## src/rtl/pit_pkg.sv

```systemverilog
package pit_pkg;

    localparam int RATE_W = 4;
    localparam int CTRL_W = 8;
    // longest period is 2^((1<<RATE_W)-2) enables
    localparam int CNT_W  = (1 << RATE_W) - 2;
    localparam int PER_W  = CNT_W + 1;

    typedef struct packed {
        logic              spare;
        logic [2:0]        dvc;
        logic [RATE_W-1:0] rate;
    } ctrl_t;

    typedef struct packed {
        logic flag;
        logic req;
    } pulse_t;

    function automatic logic [PER_W-1:0] rate_period(input logic [RATE_W-1:0] code);
        logic [PER_W-1:0] p;
        if (code == '0)
            p = '0;
        else if (code == RATE_W'(1))
            p = PER_W'(128);
        else if (code == RATE_W'(2))
            p = PER_W'(256);
        else
            p = PER_W'(1) << (code - RATE_W'(1));
        return p;
    endfunction

    function automatic logic divider_held(input ctrl_t c);
        return c.dvc[2:1] == 2'b11;
    endfunction

endpackage

```

## src/rtl/pit_ctrl_reg.sv

```systemverilog
module pit_ctrl_reg
    import pit_pkg::*;
#(
    parameter logic [CTRL_W-1:0] CTRL_RESET = 8'h26
) (
    input  logic              clk,
    input  logic              rst,
    input  logic              we,
    input  logic [CTRL_W-1:0] wdata,
    input  logic              pie,
    output logic [PER_W-1:0]  period,
    output logic              hold
);

    ctrl_t ctrl_q;

    always_ff @(posedge clk) begin
        if (rst)
            ctrl_q <= ctrl_t'(CTRL_RESET);
        else if (we)
            ctrl_q <= ctrl_t'(wdata);
    end

    always_comb begin
        hold   = divider_held(ctrl_q);
        period = pie ? rate_period(ctrl_q.rate) : '0;
    end

endmodule

```

## src/rtl/pit_phase_counter.sv

```systemverilog
module pit_phase_counter
    import pit_pkg::*;
(
    input  logic             clk,
    input  logic             rst,
    input  logic             tick_en,
    input  logic [PER_W-1:0] period,
    input  logic             hold,
    output logic             fire
);

    logic [CNT_W-1:0] cnt_q;
    logic             idle;
    logic             due;

    always_comb begin
        idle = hold || (period == '0);
        due  = ({1'b0, cnt_q} >= (period - PER_W'(1)));
        fire = tick_en && !idle && due;
    end

    always_ff @(posedge clk) begin
        if (rst || idle)
            cnt_q <= '0;
        else if (tick_en) begin
            if (due)
                cnt_q <= '0;
            else
                cnt_q <= cnt_q + CNT_W'(1);
        end
    end

    // a held divider leaves the counter at zero
    assert_hold_clears_R9: assert property (@(posedge clk) disable iff (rst)
        hold |=> (cnt_q == '0));

    // a zero period leaves the counter at zero
    assert_zero_period_clears_R4: assert property (@(posedge clk) disable iff (rst)
        (period == '0) |=> (cnt_q == '0));

endmodule

```

## src/rtl/pit_out_stage.sv

```systemverilog
module pit_out_stage
    import pit_pkg::*;
(
    input  logic clk,
    input  logic rst,
    input  logic fire,
    input  logic pie,
    output logic pf_pulse,
    output logic irq_pulse
);

    pulse_t out_q;

    always_ff @(posedge clk) begin
        if (rst)
            out_q <= '0;
        else begin
            out_q.flag <= fire;
            out_q.req  <= fire && pie;
        end
    end

    assign pf_pulse  = out_q.flag;
    assign irq_pulse = out_q.req;

    // no request without a flag
    assert_req_implies_flag_R6: assert property (@(posedge clk) disable iff (rst)
        irq_pulse |-> pf_pulse);

    // the flag lasts one cycle
    assert_flag_one_cycle_R5: assert property (@(posedge clk) disable iff (rst)
        pf_pulse |=> !pf_pulse);

endmodule

```

## src/rtl/periodic_tick_gen.sv

```systemverilog
module periodic_tick_gen
    import pit_pkg::*;
#(
    parameter logic [7:0] CTRL_RESET = 8'h26
) (
    input  logic       clk,
    input  logic       rst,
    input  logic       tick_en,
    input  logic       cfg_we,
    input  logic [7:0] cfg_wdata,
    input  logic       pie,
    output logic       pf_pulse,
    output logic       irq_pulse
);

    logic [PER_W-1:0] period;
    logic             hold;
    logic             fire;

    pit_ctrl_reg #(.CTRL_RESET(CTRL_RESET)) u_ctrl (
        .clk    (clk),
        .rst    (rst),
        .we     (cfg_we),
        .wdata  (cfg_wdata),
        .pie    (pie),
        .period (period),
        .hold   (hold)
    );

    pit_phase_counter u_phase (
        .clk     (clk),
        .rst     (rst),
        .tick_en (tick_en),
        .period  (period),
        .hold    (hold),
        .fire    (fire)
    );

    pit_out_stage u_out (
        .clk       (clk),
        .rst       (rst),
        .fire      (fire),
        .pie       (pie),
        .pf_pulse  (pf_pulse),
        .irq_pulse (irq_pulse)
    );

    // pulses follow a time-base enable
    assert_pulse_needs_tick_R10: assert property (@(posedge clk) disable iff (rst)
        !tick_en |=> !pf_pulse);

    // nothing fires while held
    assert_no_pulse_held_R9: assert property (@(posedge clk) disable iff (rst)
        hold |=> !pf_pulse);

    // a zero period never fires
    assert_no_pulse_zero_R3: assert property (@(posedge clk) disable iff (rst)
        (period == '0) |=> !pf_pulse);

endmodule

```

## config.mk

```make
export PLATFORM = sky130hd
export DESIGN_NAME = periodic_tick_gen
export DESIGN_NICKNAME = d
export VERILOG_FILES = /design/src/rtl/pit_pkg.sv /design/src/rtl/pit_ctrl_reg.sv /design/src/rtl/pit_phase_counter.sv /design/src/rtl/pit_out_stage.sv /design/src/rtl/periodic_tick_gen.sv
export SDC_FILE = /design/constraint.sdc
export NUM_CORES = 1
export LEC_CHECK = 0
export ABC_AREA = 1
export BUFFER_PORTS_ARGS = -buffer_cell sky130_fd_sc_hd__buf_2
export CAP_MARGIN = 20
export CORE_MARGIN = 2
export CORE_UTILIZATION = 40
export DETAILED_ROUTE_END_ITERATION = 8
export GPL_TIMING_DRIVEN = 0
export SYNTH_ARGS = -nofsm -noshare
export SYNTH_HDL_FRONTEND = slang
export SYNTH_SLANG_ARGS = --single-unit
```

## constraint.sdc

```tcl
create_clock -name clk -period 5.1 [get_ports clk]
set_input_delay 1.02 -clock clk [delete_from_list [all_inputs] [get_ports clk]]
set_output_delay 1.02 -clock clk [all_outputs]
set_load 0.01 [all_outputs]
```

# Word level (Yosys, flattened, before mapping)
# Cells that the tools add are included.
# W data, S select, Z words.
totals:
  reg_bits: 23
  latch_bits: 0
  ramBits: 0
  mem_bits_ro: 0
  inputBits: 13
  wordCells: 26
  memories: 0
classes:
  addsub: 3
  multipliers: 0
  div_mod_pow: 0
  n_lt_le_gt_ge: 1
  eq_ne: 3
  n_shift: 1
  muxes: 5
  n_bitwise: 0
  n_reduce_logical: 8
ops:
  columns: ["operator", "count"]
  rows:
  - ["$mux W15", 4]
  - ["$ge A14 B15 Y1", 1]
  - ["$logic_not A15 Y1", 1]
  - ["$shl A1 B4 Y15 const A", 1]
  - ["$sub A15 B1 Y15 const B", 1]
  - ["$add A14 B1 Y14 const B", 1]
  - ["$mux W14", 1]
  - ["$eq A4 B1 Y1 const B", 1]
  - ["$eq A4 B2 Y1 const B", 1]
  - ["$logic_not A4 Y1", 1]
  - ["$sub A4 B1 Y4 const B", 1]
  - ["$logic_and A1 B1 Y1", 3]
  - ["$eq A2 B2 Y1 const B", 1]
  - ["$logic_or A1 B1 Y1", 2]
  - ["$logic_not A1 Y1", 1]

# Logic depth before layout (Yosys ltp)
# Gate-level depths: netlist of the first run.
depth:
  depth_word: 12
  ltp_mapped: 25
  ltp_nobuf: 24

# By module
# A second synthesis of the first run with hierarchy kept.
hier_totals:
  cells_unflattened: 254
  area_unflattened_um2: 1773.0
modules_own_cells:
  columns: ["mod", "n_inst", "cells_per_inst", "area_each_um2", "seq_area_each_um2"]
  rows:
  - ["pit_phase_counter", 1, 186, 1346.3, 280.3]
  - ["pit_ctrl_reg", 1, 62, 369.1, 120.1]
  - ["pit_out_stage", 1, 6, 57.6, 40.0]

# Least setup slack after synthesis of the first run
# OpenSTA, ideal clock, no wires.
synth_timing:
  kind: "input-to-reg"
  from: "in pie"
  to: "reg u_phase.cnt_q[12]"
  arrival_ps: 3073
  t_required_ps: 5036
  slack_ps: 1963
  cell_stages: 21
  path_buffers: 1
  path_cell_list: "inv_2 nor3_2 a21oi_2 nand2_1 nor4_1 xor2_1 ha_1 a21oi_1 nor2_1 nor3_1 nand2_1 nand2_1 nand3_1 nand2_1 nand2_1 nand2_1 nand2_1 nand3_2 nand2_2 buf_6 nor2_1"
synth_between:
  elab_chain_len: 4
  word_cells_on_any_way: 7
synth_rtl:
  columns: ["item", "line", "rtl"]
  rows:
  - ["start, declared", "periodic_tick_gen.sv:11", "input logic pie,"]
  - ["$mux W15 *", "pit_ctrl_reg.sv:26", "period = pie ? rate_period(ctrl_q.rate) : '0;"]
  - ["$sub A15 B1 Y15 / $logic_not A15 Y1 (equally long branches)", "pit_phase_counter.sv:18, pit_phase_counter.sv:17", null]
  - ["$ge A14 B15 Y1 / $logic_or A1 B1 Y1 (equally long branches)", "pit_phase_counter.sv:18, pit_phase_counter.sv:17", null]
  - ["$mux W14 / $logic_or A1 B1 Y1 (equally long branches)", "pit_phase_counter.sv:26, pit_phase_counter.sv:23", null]
  - ["end signal, assigned", "pit_phase_counter.sv:29", "cnt_q <= cnt_q + CNT_W'(1);"]
  - ["end, declared", "pit_phase_counter.sv:12", "logic [CNT_W-1:0] cnt_q;"]
# Every way passes the cells marked *; elsewhere a longest branch is shown, timed or not.
# A chain may end at the register's enable or synchronous reset.

# Worst setup path after layout of the first run
layout_timing:
  from: "in pie"
  to: "reg u_phase.cnt_q[7]"
# Same word-level chain as after synthesis.

==> results of run 1 <==
where the power goes:
part	switching (W)	leakage (nW)	total [W]	internal [W]
clock network	0.0000555	0.0288	0.000124	0.0000688
registers	0.00000597	0.179	0.000182	0.000176
logic	0.0000442	0.663	0.0000716	0.0000274
total	0.000106	0.870	0.000378	0.000272
routing by layer:
layer  wire (um)  vias to the layer above  global-route usage
met1        1540                      643               0.200
met3         111                        2              0.0390
li1            -                      797                   -
met4          10                        0              0.0275
met2        1610                       27               0.291
met5           0                        -                   0
cell usage after synthesis:
master,n
nor3_1,8
nand3_1,14
o21ai_0,6
xor2_1,10
nand4_1,7
or3_1,1
ha_1,16
nand2_2,3
inv_2,3
conb_1,1
inv_1,30
xor2_2,1
nand2_1,52
buf_6,2
nand3_2,4
dfxtp_1,22
nor2_2,9
o21ai_2,1
a21oi_1,8
nor4_1,3
a21oi_2,1
xnor2_1,7
nor2_1,30
nor3_2,2
critical path, cell delays in order:
cell	delay [ps]
buf_2	140
inv_2	130
nor3_2	70
a21oi_2	200
nand2_2	100
nor2_2	160
xor2_1	220
ha_1	270
nand2_1	80
inv_1	50
a21oi_1	130
nand2_1	70
nand2_1	50
nand2_1	40
nand2_1	50
nand3_1	80
nand2_1	60
nand2_1	40
nand2_1	50
nand2_1	70
nand3_2	130
nand2_2	70
buf_6	140
nor2_1	70
cell usage in the layout (no fill, tap or decap), drive strengths merged, types with 4 or more instances in the layout:
cell type   n
nand2      55
nor2       39
inv        33
dfxtp      22
nand3      18
ha         16
buf        13
xor2       11
nor3       10
a21oi       9
nand4       7
xnor2       7
o21ai       7
clkbuf      4
state kept, by name, summed over array words and instances (netlist names):
signal	count
u_ctrl.ctrl_q	6
u_out.irq_pulse	1
u_out.pf_pulse	1
u_phase.cnt_q	14
final timing paths:
check | start | end | slack (ps) | depth (start not counted)
worst max register to register | u_ctrl.ctrl_q[1] | u_phase.cnt_q[7] | 2160 | 22
worst min-delay path | u_ctrl.ctrl_q[5] | u_ctrl.ctrl_q[5] | 470 | 2
worst min register to register | u_ctrl.ctrl_q[5] | u_ctrl.ctrl_q[5] | 470 | 2
worst max-delay path | pie | u_phase.cnt_q[7] | 1780 | 24
cell families after synthesis:
| kind of cell | after synthesis |
|---|---|
| compound gates | 16 |
| xor+xnor | 18 |
| fa+ha+maj | 16 |
| buf+inv | 35 |
| flops | 22 |
| other cells | 1 |
| simple gates | 133 |
stage by stage:
step	worst slack, ps	instance area [um2]
4_1_cts	1760	1850
2_1_floorplan	1960	1670
6_report	1780	1850
5_1_grt	1360	1850
3_5_place_dp	1480	1790
3_3_place_gp	1510	1790
cell type report:
cell class	instances	share of cell area
Inverter	33	0.0671
Sequential cell	22	0.239
Buffer	2	0.0122
Multi-Input combinational cell	186	0.588
Tap cell	50	0.0339
Clock buffer	4	0.0298
Timing Repair Buffer	11	0.0298
==> impl_results.md, run 1 <==
- Fill cells: approximately 430
- Crit share post-route: 0.651
- Area occupied by multi-input gates: ~1100 um2
- Synth top area cells: dfxtp_1 26%, ha_1 12%, nand2_1 12%
- Setup Buffers After CTS: 0
- Initial antenna violation count: 0
- CP Capture Type: register
- Area share of fa/ha/maj cells after synthesis: 0.120
- Clock Pin Slew Worst Setup and Hold Paths: roughly 80 ps
- Final Slew Violations: 0
- CTS tree: built
- Global route total overflow: 0
- Die Width: approximately 69 um
- CP required: 5300 ps
- Area Growth Syn to Fin: 10.8%
- Seq. cell area: approximately 440 um2
- Max Cap Viol: 0
- Simple logic cell fraction of the synthesized area: 0.373
- HP Class: register to register
- Area leader, netlist: dfxtp_1
- Hold_buf cts: 0
- Final setup TNS: 0 ps
- Post-synthesis mux area share: 0
- Layout cells sized above 1: 0.159
- RSZ-0062 raised after global routing: false
- Router iterations before antenna repair: 4
- CTS resizes: 0
- Post-synthesis xor/xnor area fraction: 0.0992
- I/O Buffers: 11
- Number of routed nets with antenna violations: 0
- Largest family of logic cells by synthesized area: simple AND/OR/NAND/NOR gates
- Sequential area share after synthesis: 0.264
- Largest net degree at the start of global routing: 13
- Insertion delay to the later sink of the worst-skew pair: approximately 260 ps
- Crit path DAT: 3530 ps
- Initial Utilization: 0.416
- Synth Area in Compound Gates: 0.0526
- Vias: 1,469
- Crit-path max FO: 10
- Clock Sinks: 22
- Initial DRC Count: 24
- Final WL: about 3.3 mm
- Yosys warns: 0
- Worst Skew: roughly 2.3 ps
- VDD IR max: 0.153 mV
- First-pass GRT wire length: about 5.8 mm
- Synth cell types: 24
- CTS Buffer Depth: 2
- Core Footprint: 4000 um2
- Cells after Synth: 241
- CP startpoint kind: input port
- Non-Filler Instances: 308
- Hold WS: ~470 ps
- Wire per inst: roughly 11 um
- Hold Vio Cnt, Final: 0
- Vias per cell: 4.77
- Kind of critical path: input port to register
- PwrDens: 205 nW/um2
- Fmax: 0.301 GHz
- Final core utilization: 0.461
- Inserted Clock Buffers: 3
- Vias in the first global route: about 1,400
- Final Wtd Congestion: 0.877
- Final Critical Period: 3320 ps
- Post-synth top area share: 0.264
- Clk root buf: clkbuf_8
- # rows: 23
- Diode count: 0
- Leak: a little under 0.9 nW
- Post-DP HPWL: roughly 2.8 mm
- I/O pin count: 15
- Power Total: 0.000378 W
- Post-Syn Area: around 1700 um2
- Number of remaining DRC errors: 0
- DP Cell Count: roughly 300
- Seq cells post-synth: 22
- Die area: between 4000 and 5000 um2
- Final #Nets: 288
- Total track usage: 0.163
- Status: completed
- Max H-tree Level: 1
- Final setup violation count: 0
- Synth Area per Inst: approximately 6.9 um2
- Die H: 68.5 um
(Power assumes the default switching activity.)
==> run 2: changes to the inputs <==
==> constraint.sdc (replaced) <==
create_clock -name clk -period 2.95 [get_ports clk]
set_input_delay 0.59 -clock clk [delete_from_list [all_inputs] [get_ports clk]]
set_output_delay 0.59 -clock clk [all_outputs]
set_load 0.01 [all_outputs]
==> impl_results.md, run 2 (synthesis results as in run 1) <==
- Hold Vio Cnt, Final: 0 (unchanged)
- Inserted Clock Buffers: 3 (unchanged)
- Leak: 0.949 nW (was 0.870 nW)
- CP startpoint kind: input port (unchanged)
- Reg2reg path depth: 24 (was 22)
- Clock Sinks: 22 (unchanged)
- Status: completed (unchanged)
- Met3 Wirelength: 87 um (was 111 um)
- # rows: 23 (unchanged)
- Power Total: 0.000690 W (was 0.000378 W)
- Vias in the first global route: 1,346 (was 1,353)
- CTS tree: built (unchanged)
- CP required: 3160 ps (was 5300 ps)
- Highest routed layer: met4 (unchanged)
- Final WL: 3.46 mm (was 3.27 mm)
- Final Wtd Congestion: 0.877 (unchanged)
- Largest register FFs: 14 (unchanged)
- HP Class: register to register (unchanged)
- CTS Buffer Depth: 2 (unchanged)
- Fmax: approximately 0.37 GHz
- Initial antenna violation count: 0 (unchanged)
- Kind of critical path: input port to register (unchanged)
- Top flop regs: u_phase.cnt_q (14), u_ctrl.ctrl_q (6) (unchanged)
- Final setup TNS: 0 ps (unchanged)
- Commonest non-fill, non-tap cell in the layout: nand2_1 (unchanged)
- Final Slew Violations: 0 (unchanged)
- Global route total overflow: 0 (unchanged)
- Worst Skew: 2.98 ps (was 2.31 ps)
- Crit share post-route: 0.923
- I/O pin count: 15 (unchanged)
- VDD IR max: 0.275 mV (was 0.153 mV)
- Max Cap Viol: 0 (unchanged)
- Max H-tree Level: 1 (unchanged)
- Hold WS: 466 ps (about the same)
- First-pass GRT wire length: 5.79 mm (was 5.80 mm)
- Number of remaining DRC errors: 0 (unchanged)
- Largest net degree at the start of global routing: 13 (unchanged)
- Post-DP HPWL: 2.79 mm (unchanged)
- Number of routed nets with antenna violations: 0 (unchanged)
- Clk root buf: clkbuf_8 (unchanged)
- Fin area: 2060 um2 (was 1850 um2)
- Router iterations before antenna repair: 4 (unchanged)
- Area Growth Syn to Fin: 23.5% (was 10.8%)
- Layout cells sized above 1: 0.269 (was 0.159)
- Total track usage: 0.163 (about the same)
- Largest reg by FF count: u_phase.cnt_q (unchanged)
- Die H: 68.5 um (unchanged)
- Die Width: 68.5 um (unchanged)
- Met2 wire length: 1.76 mm (was 1.61 mm)
- PwrDens: 335 nW/um2 (was 205 nW/um2)
- Initial Utilization: 0.416 (unchanged)
- Final setup violation count: 0 (unchanged)
- Clock Pin Slew Worst Setup and Hold Paths: 80 ps (about the same)
- Insertion delay to the later sink of the worst-skew pair: 260 ps (about the same)
- Diode count: 0 (unchanged)
- Crit-path max FO: 10 (unchanged)
- Placed cell area: 1790 um2 (unchanged)
- Most frequent cells in the layout: 46 x nand2_1, 28 x inv_1, 26 x nor2_1 (was 52 x nand2_1, 30 x inv_1, 30 x nor2_1)
- Fill cells: 410 (was 432)
- Final #Nets: 298 (was 288)
- Initial DRC Count: 26 (was 24)
- Vias per cell: 4.72 (was 4.77)
- Wire per inst: 10.9 um (was 10.6 um)
- Hold Crit Depth: 2 (unchanged)
- Core Footprint: 4000 um2 (unchanged)
- Die area: 4700 um2 (unchanged)
- I/O Buffers: 11 (unchanged)
- Vias: 1,502 (was 1,469)
- Final Critical Period: roughly 2700 ps
- CP Capture Type: register (unchanged)
- Crit path DAT: 2930 ps (was 3530 ps)
- DRT met1 WL: 1.61 mm (was 1.54 mm)
## run 2: cell types whose count changed in the layout (fill, tap and decap cells not counted), sizes merged
cell	previous run	this run
buf	13	23
## run 2: worst paths after layout
| check | startpoint | to | slack, ps |
|---|---|---|---|
| worst max-delay path | pie | u_phase.cnt_q[7] | 230 |
| worst min register to register | u_ctrl.ctrl_q[5] | u_ctrl.ctrl_q[5] | 470 |
| worst max register to register | u_ctrl.ctrl_q[2] | u_phase.cnt_q[7] | 270 |
| worst min-delay path | u_ctrl.ctrl_q[5] | u_ctrl.ctrl_q[5] | 470 |
## run 2: critical path, stage by stage
cell     delay [ps]
buf_4           150
inv_8            80
nor3_4           50
a21oi_2         210
nand2_2         110
nor2_4          160
xor2_2          170
ha_1            270
nand2_2          70
inv_1            50
a21oi_2         120
nand2_1          60
nand2_1          50
nand2_1          40
nand2_1          70
nand3_2          60
nand2_1          60
nand2_1          40
nand2_1          60
nand2_2          70
nand3_4          90
nand2_2          70
buf_6           140
nor2_1           70
## run 2: repair_timing
item                       4_1_cts  5_1_grt
resized for setup                1       40
pin swaps                        0        8
hold endpoints to repair         0        0
setup endpoints to repair        6       16
hold buffers                     0        0
buffers inserted                 0       10
## run 2: metrics by stage
step	setup WS, ps	std cells	util
3_5_place_dp	-237	304	0.448
2_1_floorplan	243	243	-
4_1_cts	4.24	308	0.463
5_1_grt	-34.3	318	0.514
3_3_place_gp	-213	304	0.448
6_report	228	318	0.514
## run 2: area by class of cell
cell class / count / area (um2) / share of cell area
multi-input combinational: 186 / 1190 / 0.580
sequential: 22 / 455 / 0.221
inverter: 33 / 136 / 0.0663
timing repair buffer: 21 / 133 / 0.0645
tap: 50 / 62.6 / 0.0304
clock buffer: 4 / 55.1 / 0.0268
buffer: 2 / 22.5 / 0.0109
## run 2: per-layer routing
metal | vias up | global-route usage
li1 | 822 | -
met1 | 663 | 0.199
met2 | 15 | 0.291
met3 | 2 | 0.0390
met4 | 0 | 0.0275
met5 | - | 0
## run 2: where the power goes
| group | switching, W | leakage (nW) | total (W) | internal (W) |
|---|---|---|---|---|
| Clock | 0.0000989 | 0.0288 | 0.000218 | 0.000119 |
| Combinational | 0.0000921 | 0.740 | 0.000156 | 0.0000640 |
| Sequential | 0.0000119 | 0.180 | 0.000316 | 0.000304 |
==> run 3: changes to the inputs <==
==> constraint.sdc (replaced) <==
create_clock -name clk -period 2.95 [get_ports clk]
set_input_delay 0.1475 -clock clk [delete_from_list [all_inputs] [get_ports clk]]
set_output_delay 0.1475 -clock clk [all_outputs]
set_load 0.01 [all_outputs]
==> impl_results.md, run 3 (synthesis results as in run 1) <==
- Post-DP HPWL: 2.79 mm (unchanged)
- Leak: 0.932 nW (was 0.949 nW)
- VDD IR max: 0.275 mV (about the same)
- Buffers plus inverters on the worst setup path: 2 (was 4)
- Vias per cell: 4.72 (about the same)
- Total track usage: 0.163 (unchanged)
- First-pass GRT wire length: 5.79 mm (unchanged)
- Max H-tree Level: 1 (unchanged)
- Final setup violation count: 0 (unchanged)
- Final #Nets: 296 (was 298)
- Crit-path max FO: 10 (unchanged)
- Placement-stage worst setup slack: 14.0 ps (was -237 ps)
- Initial DRC Count: 25 (was 26)
- Area Growth Syn to Fin: 21.7% (was 23.5%)
- Crit path launch: u_ctrl.ctrl_q[3] (was pie)
- Most frequent cells in the layout: 46 x nand2_1, 28 x inv_1, 26 x nor2_1 (unchanged)
- Hold Crit Start: cfg_wdata[5] (was u_ctrl.ctrl_q[5])
- CP Capture Type: register (unchanged)
- CTS tree: built (unchanged)
- Vias in the first global route: 1,346 (unchanged)
- CP startpoint kind: register (was input port)
- Clock Pin Slew Worst Setup and Hold Paths: 80 ps (about the same)
- Global route total overflow: 0 (unchanged)
- CP max stage delay: 370 ps (was 270 ps)
- Diode count: 0 (unchanged)
- PwrDens: 338 nW/um2 (was 335 nW/um2)
- Max Cap Viol: 0 (unchanged)
- Die Width: 68.5 um (unchanged)
- I/O Buffers: 11 (unchanged)
- Largest net degree at the start of global routing: 13 (unchanged)
- Insertion delay to the later sink of the worst-skew pair: 260 ps (about the same)
- CTS Buffer Depth: 2 (unchanged)
- Critical path's top delay family: simple AND/OR/NAND/NOR gates (unchanged)
- Final Critical Period: 2700 ps (was 2720 ps)
- Commonest non-fill, non-tap cell in the layout: nand2_1 (unchanged)
- Final Slew Violations: 0 (unchanged)
- Top cell by count, worst path: nand2_1 (unchanged)
- Hold Vio Cnt, Final: 0 (unchanged)
- Die area: 4700 um2 (unchanged)
- R2r startpoint: u_ctrl.ctrl_q[3] (was u_ctrl.ctrl_q[2])
- Fmax: 0.370 GHz (was 0.367 GHz)
- Initial antenna violation count: 0 (unchanged)
- Placed cell area: 1790 um2 (unchanged)
- Final WL: 3.50 mm (was 3.46 mm)
- Slowest-stage cell, CP: dfxtp_4 (was ha_1)
- Number of remaining DRC errors: 0 (unchanged)
- Fin area: 2030 um2 (was 2060 um2)
- Hold WS: 90.9 ps (was 466 ps)
- Top flop regs: u_phase.cnt_q (14), u_ctrl.ctrl_q (6) (unchanged)
- Largest register FFs: 14 (unchanged)
- Final Wtd Congestion: 0.877 (unchanged)
- HP Class: input port to register (was register to register)
- Inserted Clock Buffers: 3 (unchanged)
- CP required: 3160 ps (about the same)
- Core Footprint: 4000 um2 (unchanged)
- Status: completed (unchanged)
- Vias: 1,493 (was 1,502)
- Die H: 68.5 um (unchanged)
- Worst setup margin: 248 ps (was 228 ps)
- Wire per inst: 11.1 um (was 10.9 um)
- Power Total: 0.000684 W (was 0.000690 W)
- Layout cells sized above 1: 0.267 (was 0.269)
- Router iterations before antenna repair: 4 (unchanged)
- Clk root buf: clkbuf_8 (unchanged)
- Worst Skew: 4.64 ps (was 2.98 ps)
- Kind of critical path: register to register (was input port to register)
- Crit share post-route: 0.916 (was 0.923)
- Largest reg by FF count: u_phase.cnt_q (unchanged)
- # rows: 23 (unchanged)
- Initial Utilization: 0.416 (unchanged)
- Crit path DAT: 2910 ps (was 2930 ps)
- Clock Sinks: 22 (unchanged)
- I/O pin count: 15 (unchanged)
- Number of routed nets with antenna violations: 0 (unchanged)
- CP Cell Sequence: inv_4 -> nand2_4 -> nor3_2 -> a21oi_2 -> nand2_2 -> nor4_4 -> xor2_1 -> ha_1 -> a21oi_2 -> nor2_2 -> nor3_2 -> nand2_1 -> nand2_1 -> nand3_2 -> nand2_1 -> nand2_1 -> nand2_1 -> nand2_2 -> nand3_4 -> nand2_2 -> buf_6 -> nor2_1 (was buf_4 -> inv_8 -> nor3_4 -> a21oi_2 -> nand2_2 -> nor2_4 -> xor2_2 -> ha_1 -> nand2_2 -> inv_1 -> a21oi_2 -> nand2_1 -> nand2_1 -> nand2_1 -> nand2_1 -> nand3_2 -> nand2_1 -> nand2_1 -> nand2_1 -> nand2_2 -> nand3_4 -> nand2_2 -> buf_6 -> nor2_1)
-- run 3: changes by cell type in the layout (fill, tap and decap cells not counted) --
cell     delta
nor3_4      -1
inv_2       +2
inv_8       -1
a21oi_2     +1
nor3_2      +1
buf_4       -3
buf_2       +1
a21oi_1     -1
inv_4       -1
-- run 3: what timing repair did --
item / in CTS / in global routing
cloned: 0 / 0
buffers inserted: 0 / 8
hold buffers: 0 / 0
setup endpoints to repair: 6 / 16
pin swaps: 0 / 10
resized for setup: 1 / 34
-- run 3: layer usage --
| metal | global-route usage | up-vias | share of wire |
|---|---|---|---|
| met5 | 0 | - | 0 |
| met4 | 0.0275 | 0 | 0.0029 |
| met3 | 0.0390 | 2 | 0.027 |
| met2 | 0.291 | 19 | 0.51 |
| met1 | 0.199 | 656 | 0.46 |
| li1 | - | 816 | - |
-- run 3: power breakdown --
group | switching (W) | leakage (nW) | internal (W) | total, W
Clock | 0.0000979 | 0.0288 | 0.000119 | 0.000217
Combinational | 0.0000906 | 0.723 | 0.0000613 | 0.000152
Sequential | 0.0000115 | 0.180 | 0.000304 | 0.000315
Total | 0.000200 | 0.932 | 0.000484 | 0.000684
-- run 3: layout make-up --
cell class | instances | area [um2]
multi-input cells | 186 | 1190
well taps | 50 | 62.6
plain buffers | 2 | 22.5
flip-flops and latches | 22 | 455
inverters | 33 | 126
clock buffers | 4 | 55.1
fillers | 412 | 1970
repair buffers | 19 | 115
-- run 3: path summary, 6_finish.rpt --
path | to | cells past startpoint | slack (ps)
min | u_ctrl.ctrl_q[5] | 3 | 90
max | u_phase.cnt_q[7] | 22 | 250
min reg2reg | u_ctrl.ctrl_q[5] | 2 | 470
max reg2reg | u_phase.cnt_q[7] | 22 | 250
-- run 3: per-stage QoR --
stage	cells	util	setup TNS, ps
global placement	304	0.448	-34.8
floorplan	243	-	0
CTS	308	0.463	0
detailed placement	304	0.448	0
global route	316	0.507	-54.1
finish	316	0.507	0
-- run 3: worst min-delay path, stage by stage --
cell,delay [ps]
buf_2,70
nand2_1,40
nand3_1,60
